`src/rtl/pclk_div_pkg.sv`:
```
package pclk_div_pkg;

   typedef enum logic [1:0] {
      ACT_HOLD = 2'd0,
      ACT_RISE = 2'd1,
      ACT_FALL = 2'd2
   } edge_act_e;

endpackage

```
`src/rtl/pclk_phase_acc.sv`:
```
module pclk_phase_acc #(
   parameter int FRAC_W = 4
) (
   input  logic              clk_src,
   input  logic              rst_n,
   input  logic              adv,
   input  logic [FRAC_W-1:0] frac_in,
   output logic              carry
);
   logic [FRAC_W-1:0] acc_q;
   logic [FRAC_W:0]   sum;

   // carry out of the residue decides whether the coming period is long
   assign sum   = {1'b0, acc_q} + {1'b0, frac_in};
   assign carry = sum[FRAC_W];

   always_ff @(posedge clk_src or negedge rst_n) begin
      if (!rst_n) begin
         acc_q <= '0;
      end else if (adv) begin
         acc_q <= sum[FRAC_W-1:0];
      end
   end
endmodule

```
`src/rtl/pclk_period_ctr.sv`:
```
module pclk_period_ctr #(
   parameter int INT_W  = 8,
   parameter int FRAC_W = 4,
   parameter int EDGE_W = 9
) (
   input  logic                    clk_src,
   input  logic                    rst_n,
   input  logic [INT_W+FRAC_W-1:0] div_cfg,
   input  logic [EDGE_W-1:0]       rise_pos,
   input  logic [EDGE_W-1:0]       fall_pos,
   output logic [INT_W:0]          cnt,
   output logic [INT_W:0]          len,
   output logic [EDGE_W-1:0]       rise_idx,
   output logic [EDGE_W-1:0]       fall_idx,
   output logic                    wrap
);
   localparam int DIV_W = INT_W + FRAC_W;
   localparam int LEN_W = INT_W + 1;

   logic [LEN_W-1:0]  cnt_q, len_q;
   logic [EDGE_W-1:0] rise_q, fall_q;
   logic [INT_W-1:0]  int_raw;
   logic [FRAC_W-1:0] frac_eff;
   logic [LEN_W-1:0]  int_eff;
   logic              carry;
   logic [EDGE_W:0]   rise_ext, fall_ext;

   // ratios below one are forced to exactly one
   assign int_raw  = div_cfg[DIV_W-1:FRAC_W];
   assign int_eff  = (int_raw == '0) ? LEN_W'(1) : {1'b0, int_raw};
   assign frac_eff = (int_raw == '0) ? '0 : div_cfg[FRAC_W-1:0];

   // half-step position rounds up to the next whole source cycle
   assign rise_ext = {1'b0, rise_pos} + 1'b1;
   assign fall_ext = {1'b0, fall_pos} + 1'b1;

   assign wrap = (cnt_q == len_q - 1'b1);

   pclk_phase_acc #(.FRAC_W(FRAC_W)) acc_i (
      .clk_src (clk_src),
      .rst_n   (rst_n),
      .adv     (wrap),
      .frac_in (frac_eff),
      .carry   (carry)
   );

   always_ff @(posedge clk_src or negedge rst_n) begin
      if (!rst_n) begin
         cnt_q  <= '0;
         len_q  <= LEN_W'(1);
         rise_q <= '0;
         fall_q <= '0;
      end else if (wrap) begin
         cnt_q  <= '0;
         len_q  <= int_eff + LEN_W'(carry);
         rise_q <= rise_ext[EDGE_W:1];
         fall_q <= fall_ext[EDGE_W:1];
      end else begin
         cnt_q  <= cnt_q + 1'b1;
      end
   end

   assign cnt      = cnt_q;
   assign len      = len_q;
   assign rise_idx = rise_q;
   assign fall_idx = fall_q;
endmodule

```
`src/rtl/pclk_edge_gen.sv`:
```
module pclk_edge_gen
   import pclk_div_pkg::*;
#(
   parameter int LEN_W     = 9,
   parameter int EDGE_W    = 9,
   parameter bit FALL_WINS = 1'b1
) (
   input  logic              clk_src,
   input  logic              rst_n,
   input  logic [LEN_W-1:0]  cnt,
   input  logic [EDGE_W-1:0] rise_idx,
   input  logic [EDGE_W-1:0] fall_idx,
   output logic              pix_clk,
   output logic              pix_tick
);
   localparam int CMP_W = (LEN_W > EDGE_W) ? LEN_W : EDGE_W;

   logic [CMP_W-1:0] cnt_x, rise_x, fall_x;
   edge_act_e        act;
   logic             lvl_q, tick_q;

   assign cnt_x  = CMP_W'(cnt);
   assign rise_x = CMP_W'(rise_idx);
   assign fall_x = CMP_W'(fall_idx);

   generate
      if (FALL_WINS) begin : g_fall_first
         always_comb begin
            if (cnt_x == fall_x)      act = ACT_FALL;
            else if (cnt_x == rise_x) act = ACT_RISE;
            else                      act = ACT_HOLD;
         end
      end else begin : g_rise_first
         always_comb begin
            if (cnt_x == rise_x)      act = ACT_RISE;
            else if (cnt_x == fall_x) act = ACT_FALL;
            else                      act = ACT_HOLD;
         end
      end
   endgenerate

   always_ff @(posedge clk_src or negedge rst_n) begin
      if (!rst_n) begin
         lvl_q  <= 1'b0;
         tick_q <= 1'b0;
      end else begin
         tick_q <= (cnt == '0);
         case (act)
            ACT_RISE: lvl_q <= 1'b1;
            ACT_FALL: lvl_q <= 1'b0;
            default:  lvl_q <= lvl_q;
         endcase
      end
   end

   assign pix_clk  = lvl_q;
   assign pix_tick = tick_q;
endmodule

```
`src/rtl/pclk_frac_div.sv`:
```
module pclk_frac_div #(
   parameter int INT_W     = 8,
   parameter int FRAC_W    = 4,
   parameter int EDGE_W    = 9,
   parameter bit FALL_WINS = 1'b1
) (
   input  logic                    clk_src,
   input  logic                    rst_n,
   input  logic [INT_W+FRAC_W-1:0] div_cfg,
   input  logic [EDGE_W-1:0]       rise_pos,
   input  logic [EDGE_W-1:0]       fall_pos,
   output logic                    pix_clk,
   output logic                    pix_tick
);
   localparam int LEN_W = INT_W + 1;

   generate
      if (INT_W < 1 || INT_W > 16) begin : g_bad_int
         $error("pclk_frac_div: INT_W out of range");
      end
      if (FRAC_W < 1 || FRAC_W > 16) begin : g_bad_frac
         $error("pclk_frac_div: FRAC_W out of range");
      end
      if (EDGE_W < 2) begin : g_bad_edge
         $error("pclk_frac_div: EDGE_W too small");
      end
   endgenerate

   logic [LEN_W-1:0]  cnt_w, len_w;
   logic [EDGE_W-1:0] rise_w, fall_w;
   logic              wrap_w;

   pclk_period_ctr #(.INT_W(INT_W), .FRAC_W(FRAC_W), .EDGE_W(EDGE_W)) ctr_i (
      .clk_src  (clk_src),
      .rst_n    (rst_n),
      .div_cfg  (div_cfg),
      .rise_pos (rise_pos),
      .fall_pos (fall_pos),
      .cnt      (cnt_w),
      .len      (len_w),
      .rise_idx (rise_w),
      .fall_idx (fall_w),
      .wrap     (wrap_w)
   );

   pclk_edge_gen #(.LEN_W(LEN_W), .EDGE_W(EDGE_W), .FALL_WINS(FALL_WINS)) edge_i (
      .clk_src  (clk_src),
      .rst_n    (rst_n),
      .cnt      (cnt_w),
      .rise_idx (rise_w),
      .fall_idx (fall_w),
      .pix_clk  (pix_clk),
      .pix_tick (pix_tick)
   );
endmodule

```
`config.mk`:
```
export PLATFORM = sky130hd
export DESIGN_NAME = pclk_frac_div
export DESIGN_NICKNAME = d
export VERILOG_FILES = /design/src/rtl/pclk_div_pkg.sv /design/src/rtl/pclk_phase_acc.sv /design/src/rtl/pclk_period_ctr.sv /design/src/rtl/pclk_edge_gen.sv /design/src/rtl/pclk_frac_div.sv
export SDC_FILE = /design/constraint.sdc
export NUM_CORES = 1
export LEC_CHECK = 0
export ABC_AREA = 1
export BUFFER_PORTS_ARGS = -buffer_cell sky130_fd_sc_hd__buf_2
export CORE_MARGIN = 3
export CORE_UTILIZATION = 55
export CTS_BUF_LIST = sky130_fd_sc_hd__clkbuf_8
export DETAILED_ROUTE_END_ITERATION = 8
export PLACE_DENSITY = 0.79
export SETUP_SLACK_MARGIN = 0.2
export SLEW_MARGIN = 20
export SYNTH_ARGS = -nofsm -noshare
export SYNTH_HDL_FRONTEND = slang
export SYNTH_SLANG_ARGS = --single-unit
```
`constraint.sdc`:
```
create_clock -name clk_src -period 2.1 [get_ports clk_src]
set_input_delay 0.315 -clock clk_src [delete_from_list [all_inputs] [get_ports clk_src]]
set_output_delay 0.315 -clock clk_src [all_outputs]
set_load 0.05 [all_outputs]
```
==> qor.tcl <==
set qor(maxSlewViolCount) 0
set qor(wl_per_cell_um) 19.5
set qor(cts-root-buf) {clkbuf_8}
set qor(post-place-cells) 517
set qor(clock_skew_ps) 9.96
set qor(detailed_place_hpwl_mm) 5.30
set qor(number_of_max_cap_violations) 0
set qor(residual_overflow_from_global_routing) 0
set qor(cp_slowest_stage_delay_ps) 360
set qor(register_to_register_setup_slack_ps) -140
set qor(yosysSeqAreaShare_pct) 34.1
set qor(power.switching_fraction_pct) 26.0
set qor(routabilityCongestion) 0.884
set qor(net-switching-power_mw) 0.408
set qor(drt-initial-drc-count) 441
set qor(seqPwrFrac_pct) 51.5
set qor(power.internal_mw) 1.16
set qor(synth.cell_area_um2) 3090
set qor(place_worst_setup_slack_ps) -444
set qor(critPathCaptureType) {flop}
set qor(timing.critical_path.cells) {buf_2 -> nor4_2 -> nand2_1 -> inv_2 -> nor2_2 -> ha_2 -> fa_2 -> nand3_2 -> nand2_2 -> ha_4 -> ha_4 -> nand3_4 -> nor2_2 -> nand2_2 -> xor2_1 -> nand4_1 -> nand2_1}
set qor(postLayoutCoreUtil_pct) 79.2
set qor(wl_mm) 10.8
set qor(r2r_start) {ctr_i.len[0]$_DFFE_PN1N_}
set qor(worst-setup-path-type) {in -> reg}
set qor(rr_endpoint) {ctr_i.len[8]$_DFFE_PN0N_}
set qor(vdd_drop_max_v) 0.000377
set qor(synth_top_flop_cell) {dfrtp_1}
set qor(nets) 527
set qor(diodes) 0
set qor(synth_enable_flop_cells) 0
set qor(fmax_mhz) 434
set qor(clkSinkCount) 42
set qor(tightestPinTransition_ps) 645
set qor(run_status) {finished, violations left}
set qor(rsz0062_at_grt) {yes}
set qor(cts_h_tree_lvls) 2
set qor(setup-violations-final) 36
set qor(worst_skew_pair.late_latency_ps) 300
set qor(post_cts_hold_buffer_count) 0
set qor(grt_first_pass_wirelength_mm) 14.3
set qor(grt_antenna_before_repair) 0
set qor(vias_in_the_first_global_route) 3071
set qor(floorplan.die.height_um) 80.9
set qor(drt_pre_antenna_iters) 5
set qor(core_area_um2) 5270
set qor(worst_ep_required_time_ps) 2340
set qor(viasPerCell) 6.09
set qor(syn2layout_area_growth_pct) 35.2
set qor(grt_start_max_net_pins) 28
set qor(io_buffers) 33
set qor(clock_power_share_pct) 36.2
set qor(rr_worst_depth) 12
set qor(count_of_non_filler_cells_in_the_finished_layout) 554
set qor(cp_data_arrival_time_ps) 2540
set qor(min_path_type) {in -> async}
set qor(cts_inserted_buffers) 5
set qor(clock_edge_transition_at_the_registers_on_the_reported_setup_and_hold_paths_ps) 90
set qor(power.leakage_nw) 2.00
set qor(floorplan.initialDensity_pct) 58.6
set qor(postLayoutSetupSlackWorst_ps) -202
set qor(post_route_cells_drive_above_1_share_pct) 37.2
set qor(drc) 0
set qor(tritoncts) {yes}
set qor(timing.critical_path.from_type) {primary input}
set qor(postSynthRegisterBits) 42
set qor(count_of_vias_placed_by_the_detailed_router) 3376
set qor(avgSynthCellArea_um2) 7.57
set qor(most_common_library_cell_in_the_layout_ignoring_fill_and_taps) {nand2_1}
set qor(clock_path_buffers) 2
set qor(worstPathMaxFanout) 5
set qor(fin_crit_sh_pct) 110
set qor(dieArea_um2) 6550
set qor(i_o_pin_count) 34
set qor(post_dp_cell_area_um2) 3490
set qor(timing_hold_violations_final) 0
set qor(postLayoutCellArea_um2) 4180
set qor(maxSlewHeadroom_pct) 57.0
set qor(ys.warnings.count) 0
set qor(async_flop_share_pct) 100
set qor(layout_common_cells) {84 x nand2_1, 42 x inv_1, 41 x dfrtp_1}
set qor(synth_fp_nets) 452
set qor(failing_checks) {negative setup slack}
set qor(comb_power_share_pct) 12.4
set qor(crit_slowest_cell) {fa_2}
set qor(overall_fraction_of_global_route_tracks_in_use_pct) 28.5
set qor(rows) 26
set qor(synth.lib_cells_used.distinct) 33
set qor(final_min_period_ps) 2300
set qor(detail_route_antenna_nets) 0
set qor(dieWidth_um) 80.9
set qor(netlist_instances) 408
set qor(powerDensity_nw_per_um2) 376
[synth_stat cells (2+ instances only)]
library cell	number	area (um2)
nand3_1	29	145
buf_4	3	22.5
dfrtp_1	41	1030
nand2_1	108	405
nand4_1	40	250
a21oi_1	2	10.0
o21ai_0	4	20.0
xnor2_1	13	114
xor2_1	28	245
nor3_1	11	55.1
or2_2	4	25.0
buf_2	8	40.0
nand3_2	3	30.0
nand2_2	10	62.6
inv_1	47	176
buf_6	2	22.5
nor2_4	2	22.5
nor4_1	2	12.5
nor2_2	2	12.5
nor2_1	22	82.6
ha_1	11	138
inv_2	5	18.8
[logic make-up after synthesis]
group | count (synthesis) | synth area share, %
AND/OR/NAND/NOR | 237 | 37.7
buffers and inverters | 67 | 9.36
XOR/XNOR | 42 | 12.4
flip-flops | 42 | 34.1
adder cells (fa/ha/maj) | 12 | 5.10
AO/OA/AOI/OAI | 8 | 1.34
[power groups by stage]
stage                     registers, mW  logic (mW)  clock network (mW)
after detailed placement          0.824       0.163                   0
after global routing              0.808       0.214               0.592
after CTS                         0.808       0.171               0.555
after global placement            0.824       0.158                   0
final                             0.808       0.195               0.568
after floorplan                   0.824      0.0700                   0
[layer usage]
metal / track usage [%] / wire [um]
met5: 0 / 0
met4: 12.5 / 846
met3: 6.21 / 1220
met2: 47.7 / 4980
met1: 35.3 / 3770
[how the worst max path moves through the flow]
stage / startpoint / to / slack [ps]
3_5_place_dp: div_cfg[9] / ctr_i.len[6]$_DFFE_PN0N_ / -440
3_3_place_gp: div_cfg[9] / ctr_i.len[6]$_DFFE_PN0N_ / -400
5_1_grt: div_cfg[7] / ctr_i.len[7]$_DFFE_PN0N_ / -320
6_report: div_cfg[7] / ctr_i.len[6]$_DFFE_PN0N_ / -200
2_1_floorplan: div_cfg[9] / ctr_i.len[6]$_DFFE_PN0N_ / -190
4_1_cts: div_cfg[10] / ctr_i.len[6]$_DFFE_PN0N_ / -80
[state kept, by name, indices dropped and copies added (netlist names)]
name and flops:
ctr_i.fall_idx 9, ctr_i.len 9, ctr_i.cnt 9, ctr_i.rise_idx 9, ctr_i.acc_i.acc_q 4, edge_i.pix_clk 1, edge_i.pix_tick 1
[through the flow]
step                      hold WS (ps)  power, mW  setup TNS [ps]
after floorplan                   19.4      0.894            -576
after global placement             353      0.982           -2420
after detailed placement           365      0.987           -3030
after CTS                         48.8       1.53            -129
after global routing              54.3       1.61           -4960
final                             32.8       1.57           -3180
[layout make-up]
cell class                      instances  area (um2)
Clock buffer                            6        82.6
Clock inverter                          2        12.5
Fill cell                             341        1090
Inverter                               52         195
Multi-Input combinational cell        303        2090
Sequential cell                        42        1050
Tap cell                               70        87.6
Timing Repair Buffer                   79         657
[critical path: cells and delay by family]
| family | cells | cell delay (ps) |
|---|---|---|
| buf+inv | 2 | 230 |
| fa+ha+maj | 4 | 880 |
| xor+xnor | 1 | 160 |
| simple gates | 10 | 930 |
[what timing repair did]
item / 4_1_cts / 5_1_grt
gates resized for setup: 30 / 50
setup endpoints to repair: 40 / 40
hold endpoints to repair: 0 / 0
pin swaps: 23 / 28
gates cloned: 5 / 2
setup buffers: 9 / 13
(Power assumes the default switching activity.)
